--- src/rtl/irq_steer_pkg.sv ---
package irq_steer_pkg;

    typedef enum logic [2:0] {
        RK_NONE,
        RK_CTRL,
        RK_EN,
        RK_FORCE,
        RK_LEVEL,
        RK_ODIS,
        RK_OSTAT
    } reg_kind_e;

    // Classify a byte offset for a block with g groups.
    function automatic reg_kind_e reg_kind(input int unsigned off, input int unsigned g);
        int unsigned w;
        w = off / 4;
        if (off % 4 != 0)          return RK_NONE;
        if (w == 0)                return RK_CTRL;
        if (w <= g)                return RK_EN;
        if (w <= 2 * g)            return RK_FORCE;
        if (w <= 3 * g)            return RK_LEVEL;
        if (w == 3 * g + 1)        return RK_ODIS;
        if (w == 3 * g + 2)        return RK_OSTAT;
        return RK_NONE;
    endfunction

    // Register index within the enable/force/level banks.
    function automatic int unsigned reg_index(input int unsigned off, input int unsigned g);
        int unsigned w;
        w = off / 4;
        if (w >= 1 && w <= g)          return w - 1;
        if (w > g && w <= 2 * g)       return w - 1 - g;
        if (w > 2 * g && w <= 3 * g)   return w - 1 - 2 * g;
        return 0;
    endfunction

    // Line padding that shrinks output 0 when the group count is odd.
    function automatic int unsigned odd_pad(input int unsigned g);
        return (g % 2 != 0) ? 32 : 0;
    endfunction

    function automatic int unsigned out_lo(input int unsigned k, input int unsigned g);
        return (k == 0) ? 0 : 64 * k - odd_pad(g);
    endfunction

    function automatic int unsigned out_hi(input int unsigned k, input int unsigned g,
                                           input int unsigned lines);
        int unsigned hi;
        hi = 64 * k + 63 - odd_pad(g);
        return (hi > lines - 1) ? lines - 1 : hi;
    endfunction

endpackage

--- src/rtl/irq_steer_sync.sv ---
module irq_steer_sync #(
    parameter int WIDTH = 160
) (
    input  logic             clk,
    input  logic             rst,
    input  logic [WIDTH-1:0] d,
    output logic [WIDTH-1:0] q
);

    logic [WIDTH-1:0] meta_q;
    logic [1:0]       age_q;

    always_ff @(posedge clk) begin
        if (rst) begin
            meta_q <= '0;
            q      <= '0;
            age_q  <= 2'd0;
        end else begin
            meta_q <= d;
            q      <= meta_q;
            if (age_q != 2'd2) age_q <= age_q + 2'd1;
        end
    end

    // the synchronized copy trails the raw lines by exactly two edges
    assert_sync_lag_R4: assert property (@(posedge clk) disable iff (rst)
        (age_q == 2'd2) |-> (q == $past(d, 2)));

endmodule

--- src/rtl/irq_steer_master.sv ---
module irq_steer_master #(
    parameter int WIDTH = 64
) (
    input  logic [WIDTH-1:0] lines,
    input  logic             dis,
    output logic             out
);

    logic any_set;

    always_comb begin
        any_set = |lines;
        out     = any_set & ~dis;
    end

endmodule

--- src/rtl/irq_steer_regs.sv ---
module irq_steer_regs
    import irq_steer_pkg::*;
#(
    parameter int NUM_GROUPS = 5,
    parameter int NUM_MST    = 3,
    parameter int ADDR_W     = 8
) (
    input  logic                        clk,
    input  logic                        rst,
    input  logic                        wr,
    input  logic                        rd,
    input  logic [ADDR_W-1:0]           addr,
    input  logic [31:0]                 wdata,
    input  logic [NUM_GROUPS-1:0][31:0] level_grp,
    input  logic [NUM_MST-1:0]          mst_out,
    output logic [31:0]                 rdata,
    output logic [NUM_GROUPS-1:0][31:0] en_q,
    output logic [NUM_GROUPS-1:0][31:0] force_q,
    output logic [NUM_MST-1:0]          odis_q
);

    localparam int IDX_W = (NUM_GROUPS > 1) ? $clog2(NUM_GROUPS) : 1;

    reg_kind_e        kind;
    logic [IDX_W-1:0] ix;
    logic [31:0]      ctrl_q;
    logic [31:0]      rd_val;

    always_comb begin
        kind = reg_kind(32'(addr), NUM_GROUPS);
        ix   = IDX_W'(reg_index(32'(addr), NUM_GROUPS));
    end

    always_ff @(posedge clk) begin
        if (rst) begin
            ctrl_q  <= '0;
            en_q    <= '0;
            force_q <= '0;
            odis_q  <= '1;
        end else if (wr) begin
            case (kind)
                RK_CTRL:  ctrl_q      <= wdata;
                RK_EN:    en_q[ix]    <= wdata;
                RK_FORCE: force_q[ix] <= wdata;
                RK_ODIS:  odis_q      <= wdata[NUM_MST-1:0];
                default:  ;
            endcase
        end
    end

    always_comb begin
        case (kind)
            RK_CTRL:  rd_val = ctrl_q;
            RK_EN:    rd_val = en_q[ix];
            RK_FORCE: rd_val = force_q[ix];
            RK_LEVEL: rd_val = level_grp[ix];
            RK_ODIS:  rd_val = 32'(odis_q);
            RK_OSTAT: rd_val = 32'(mst_out);
            default:  rd_val = '0;
        endcase
    end

    always_ff @(posedge clk) begin
        if (rst)     rdata <= '0;
        else if (rd) rdata <= rd_val;
    end

    assert_reset_vals_R1: assert property (@(posedge clk) disable iff (rst)
        $past(rst) |-> (ctrl_q == '0 && en_q == '0 && force_q == '0 && odis_q == '1));

    assert_ro_ignored_R9: assert property (@(posedge clk) disable iff (rst)
        (wr && (kind == RK_LEVEL || kind == RK_OSTAT || kind == RK_NONE)) |=>
        ($stable(en_q) && $stable(force_q) && $stable(odis_q) && $stable(ctrl_q)));

    assert_unmapped_zero_R11: assert property (@(posedge clk) disable iff (rst)
        (rd && kind == RK_NONE) |=> (rdata == '0));

    assert_ctrl_readback_R8: assert property (@(posedge clk) disable iff (rst)
        (wr && kind == RK_CTRL) |=> (ctrl_q == $past(wdata)));

endmodule

--- src/rtl/irq_steer_top.sv ---
module irq_steer_top
    import irq_steer_pkg::*;
#(
    parameter int NUM_LINES = 160,
    parameter int ADDR_W    = 8
) (
    input  logic                         clk,
    input  logic                         rst,
    input  logic [NUM_LINES-1:0]         irq_in,
    input  logic                         bus_wr,
    input  logic                         bus_rd,
    input  logic [ADDR_W-1:0]            bus_addr,
    input  logic [31:0]                  bus_wdata,
    output logic [31:0]                  bus_rdata,
    output logic [(NUM_LINES+63)/64-1:0] irq_out
);

    localparam int NUM_GROUPS = NUM_LINES / 32;
    localparam int NUM_MST    = (NUM_LINES + 63) / 64;
    localparam int OSTAT_OFF  = 12 * NUM_GROUPS + 8;

    logic [NUM_LINES-1:0]         in_s;
    logic [NUM_LINES-1:0]         level_lines;
    logic [NUM_GROUPS-1:0][31:0]  level_grp;
    logic [NUM_GROUPS-1:0][31:0]  en_q;
    logic [NUM_GROUPS-1:0][31:0]  force_q;
    logic [NUM_MST-1:0]           odis_q;

    irq_steer_sync #(.WIDTH(NUM_LINES)) u_sync (
        .clk (clk),
        .rst (rst),
        .d   (irq_in),
        .q   (in_s)
    );

    irq_steer_regs #(
        .NUM_GROUPS (NUM_GROUPS),
        .NUM_MST    (NUM_MST),
        .ADDR_W     (ADDR_W)
    ) u_regs (
        .clk       (clk),
        .rst       (rst),
        .wr        (bus_wr),
        .rd        (bus_rd),
        .addr      (bus_addr),
        .wdata     (bus_wdata),
        .level_grp (level_grp),
        .mst_out   (irq_out),
        .rdata     (bus_rdata),
        .en_q      (en_q),
        .force_q   (force_q),
        .odis_q    (odis_q)
    );

    // Register index g serves the lines counted down from the top.
    for (genvar g = 0; g < NUM_GROUPS; g++) begin : g_grp
        localparam int BASE = 32 * (NUM_GROUPS - 1 - g);
        assign level_grp[g] = (in_s[BASE +: 32] & en_q[g]) | force_q[g];
        assign level_lines[BASE +: 32] = level_grp[g];
    end

    for (genvar k = 0; k < NUM_MST; k++) begin : g_mst
        localparam int LO = out_lo(k, NUM_GROUPS);
        localparam int HI = out_hi(k, NUM_GROUPS, NUM_LINES);
        irq_steer_master #(.WIDTH(HI - LO + 1)) u_mst (
            .lines (level_lines[HI:LO]),
            .dis   (odis_q[k]),
            .out   (irq_out[k])
        );
    end

    // output status read returns the live outputs, upper bits zero
    assert_ostat_read_R10: assert property (@(posedge clk) disable iff (rst)
        (bus_rd && bus_addr == ADDR_W'(OSTAT_OFF)) |=> (bus_rdata == 32'($past(irq_out))));

endmodule

--- config.mk ---
export PLATFORM = sky130hd
export DESIGN_NAME = irq_steer_top
export DESIGN_NICKNAME = d
export VERILOG_FILES = /design/src/rtl/irq_steer_pkg.sv /design/src/rtl/irq_steer_sync.sv /design/src/rtl/irq_steer_master.sv /design/src/rtl/irq_steer_regs.sv /design/src/rtl/irq_steer_top.sv
export SDC_FILE = /design/constraint.sdc
export NUM_CORES = 1
export LEC_CHECK = 0
export ABC_AREA = 1
export ABC_CLOCK_PERIOD_IN_PS = 3500
export BUFFER_PORTS_ARGS = -buffer_cell sky130_fd_sc_hd__buf_2
export CAP_MARGIN = 0
export CORE_UTILIZATION = 45
export CTS_BUF_LIST = sky130_fd_sc_hd__clkbuf_4 sky130_fd_sc_hd__clkbuf_8 sky130_fd_sc_hd__clkbuf_16
export CTS_CLUSTER_DIAMETER = 100
export CTS_CLUSTER_SIZE = 20
export DETAILED_ROUTE_END_ITERATION = 10
export PLACE_DENSITY = 0.73
export SLEW_MARGIN = 20
export SYNTH_ARGS = -nofsm -noshare
export SYNTH_HDL_FRONTEND = slang
export SYNTH_HIERARCHICAL = 1
export SYNTH_SLANG_ARGS = --single-unit
--- constraint.sdc ---
create_clock -name clk -period 3.5 [get_ports clk]
set_input_delay 0.35 -clock clk [delete_from_list [all_inputs] [get_ports clk]]
set_output_delay 0.35 -clock clk [all_outputs]
set_load 0.01 [all_outputs]
==> metrics.csv <==
stage;metric;value;unit
outcome;status;completed;
timing;finalSetupViolCount;0;
critical_path;rrSetupSlack;1.11;ns
cts;cts_buffer_depth;3;
drt;wire_per_inst;18.21;µm
cts;hold_buffers;160;
logic_synthesis;yosysSeqAreaShare;0.4410;
timing;max_slew_margin;0.3370;
critical_path;startpoint;bus_addr[2];
logic_synthesis;synth.most_common_cell;nand2_1;
timing;period_share;0.8222;
logic_synthesis;async_reset_ff_frac;0;
place;dp_hpwl;77.29;mm
final_layout;final_cells;6088;
flow_run;drv_cap;0;
floorplan;row_count;97;
logic_synthesis;synth_fa_ha_area_frac;0.001560;
critical_path;cp_top_family;buffers and inverters;
logic_synthesis;synth_top_family_by_area;simple AND/OR/NAND/NOR gates;
global_route;grt.overflow.total;0;
global_route;grt_pass1_wl;166.7;mm
floorplan;coreArea;0.07027;mm²
logic_synthesis;syn_area_per_cell;6.494;µm²
drt;dr.pass1.iters;8;
timing;fin_worst_skew;0.03395;ns
cts;post_cts_buffers;0;
logic_synthesis;yosys_warnings;6;
hold_path;holdCritStartpoint;bus_wdata[27];
logic_synthesis;synth_edf_count;0;
timing;post-route-min-period;2.878;ns
cts;clock-sinks;707;
logic_synthesis;synth_xor_area_frac;0.0005458;
drt;drc;0;
cts;cts_resized;0;
logic_synthesis;synth_area;0.03209;mm²
global_route;antenna_found_initial;1;
timing;hold_violations;0;
critical_path;cp_num_buf_inv;5;
drt;vias_per_cell;5.044;
logic_synthesis;synth.area.top_cells;dfxtp_1 44%, nand2_1 16%, inv_1 9.4%;
power_and_ir_drop;p_sw;4.239;mW
critical_path;crit_slowest_cell;buf_4;
floorplan;die_y;269.1;µm
logic_synthesis;synth_area_leader_cell;dfxtp_1;
critical_path;r2r-end;u_regs/rdata[2];
logic_synthesis;synth-seq-cells;707;
power_and_ir_drop;p_leak;17.38;nW
drt;postRouteAntennaNets;0;
logic_synthesis;synth_cell_types;30;
critical_path;path_cells;buf_2, inv_1, ha_1, inv_1, nand2_1, nand2_1, nand2_1, nand2_1, nand3_4, buf_12, buf_4, nand3b_1, nand2_1, nand2_1, nand2_1, nand2_1, nand3_1, nand2_1, o21ai_1, a21oi_1;
power_and_ir_drop;power_frac_seq;0.544;
drt;vias;30706;
cts;tritoncts;built;
critical_path;crit_arrival;3.34;ns
cts;clk_pin_slew;0.09;ns
floorplan;floorplan.initialDensity;0.4567;
power_and_ir_drop;p_comb_frac;0.137;
drt;drt_wl_total;110.9;mm
timing;finalSetupTns;0;ns
critical_path;crit_path_start_kind;input pin;
global_route;grt_pass1_vias;28397;
global_route;grt_max_degree;156;
cts;clk_latency;0.61;ns
floorplan;dieArea;0.07239;mm²
global_route;grt_usage;0.3056;
power_and_ir_drop;p_int;11.11;mW
logic_synthesis;synth_compound_area_frac;0.1126;
power_and_ir_drop;p_per_area;421.7;mW/mm²
drt;drt_iter0_drc;3061;
critical_path;reg2reg_depth;14;
logic_synthesis;syn-num-nets;5150;
critical_path;max_stage_delay;0.49;ns
place;gp_congestion;1.006;
power_and_ir_drop;sw_frac_of_total;0.2762;
critical_path;r2r-start;u_sync/q[153];
logic_synthesis;yosysTopAreaCellShare;0.4410;
critical_path;crit_required;3.96;ns
final_layout;synthToLayoutAreaGrowth;13.40;%
final_layout;antenna_cells;0;
cts;root_buffer;clkbuf_16;
place;dp_cells;5882;
logic_synthesis;synth_mux_area_frac;0;
critical_path;end_kind;register;
hold_path;min_to;u_regs/force_q[155];
final_layout;fillers;7137;
logic_synthesis;synthTopCellsByCount;1,395 x nand2_1, 805 x inv_1, 707 x dfxtp_1, 668 x nor2_1, 369 x o21ai_0;
critical_path;crit_fanout;90;
cts;numCtsBuffers;41;
critical_path;path_class;in -> reg;
final_layout;nNetsFinal;5353;
cts;htree_levels;2;
hold_path;hold_path_class;in -> reg;
place;port-buffer-count;238;
timing;max_slew.worst_pin.slew;0.9930;ns
logic_synthesis;synth_ff_type;dfxtp_1;
critical_path;crit_top_cell;nand2_1;
floorplan;ioPinCount;239;
timing;rsz0062_at_grt;no;
logic_synthesis;synth-simple-area-share;0.3008;
timing;max_freq;0.3475;GHz
hold_path;whs_path_depth;3;
power_and_ir_drop;clockPowerShare;0.319;
floorplan;die_w;269.1;µm
final_layout;drive_gt1_frac;0.07556;
timing;drv_slew;0;
logic_synthesis;synthCells;4942;
power_and_ir_drop;irDropWorstVdd;0.0003150;V
==> per-stage QoR <==
step                      hold slack (ns)  setup slack (ns)  area [µm²]  power (mW)  utilization
final                              0.1422            0.6224       36390       15.35       0.5179
after global routing               0.1309            0.4687       36390       15.96       0.5179
after CTS                          0.1066            0.7763       36390       15.42       0.5179
after detailed placement           0.3938            0.1290       33690       10.44       0.4794
after global placement             0.3922            0.1546       33690       10.44       0.4794
after floorplan                    0.3883             1.164       32090       9.693            -
==> cells by family (layout without fill, tap and decap cells) <==
group	count (synthesis)	after routing
buffers and inverters	1127	1333
AOI/OAI and AO/OA	717	717
adders and majority gates	4	4
DFF	707	707
xor gates and xnor gates	2	2
and+or+nand+nor	2385	2385
==> worst max path at each step <==
stage,end,slack (ns),cells past startpoint
final,u_regs/rdata[28],0.62,20
after global routing,u_regs/rdata[28],0.47,20
after CTS,u_regs/rdata[28],0.78,20
after detailed placement,u_regs/rdata[28],0.13,20
after global placement,u_regs/rdata[28],0.15,20
after floorplan,u_regs/force_q[23],1.16,16
==> metal layers <==
| metal | track usage | wire length (µm) | up-vias |
|---|---|---|---|
| met2 | 0.4795 | 48560 | 1406 |
| li1 | - | - | 15218 |
| met3 | 0.04667 | 9474 | 273 |
| met5 | 0 | 0 | - |
| met4 | 0.2170 | 8641 | 0 |
| met1 | 0.3841 | 44220 | 13809 |
==> placed cells by master, fill, tap and decap left out, drive strengths merged <==
cell type,netlist,routed
o21ai,409,409
inv,820,822
buf,126,307
nand2,1398,1398
dlygate4sd3,0,160
nand4,9,9
dfxtp,707,707
ha,4,4
a21boi,4,4
xor2,2,2
nand3b,87,87
clkinv,0,1
o211ai,3,3
clkbuf,181,43
nand3,212,212
nor3,3,3
nor2,676,676
a21oi,301,301
==> layout make-up <==
class | instances | area (µm²) | share of cell area
Timing Repair Buffer | 467 | 3496 | 0.09606
Inverter | 820 | 3083 | 0.08471
Clock inverter | 3 | 26.28 | 0.0007220
Tap cell | 940 | 1176 | 0.03232
Sequential cell | 707 | 14150 | 0.3889
Multi-Input combinational cell | 3108 | 13380 | 0.3677
Clock buffer | 43 | 1076 | 0.02957
==> tightest hold or removal path, stage by stage <==
cell and delay, ns:
buf_2 0.18, nand3_1 0.11, a21oi_1 0.06
==> power groups by stage <==
stage	Sequential [mW]	Combinational, mW	Clock, mW
6_report	8.35	2.10	4.90
3_3_place_gp	8.53	1.90	0
2_1_floorplan	8.46	1.23	0
5_1_grt	8.36	2.29	5.30
3_5_place_dp	8.53	1.91	0
4_1_cts	8.34	2.06	5.02
==> registers in the layout, indices dropped and copies added (netlist names) <==
name,cells
u_regs/rdata,32
u_sync/meta_q,160
u_regs/force_q,160
u_regs/en_q,160
u_sync/q,160
u_regs/odis_q,3
u_regs/ctrl_q,32
No activity file was read; power rests on OpenSTA's default activity.
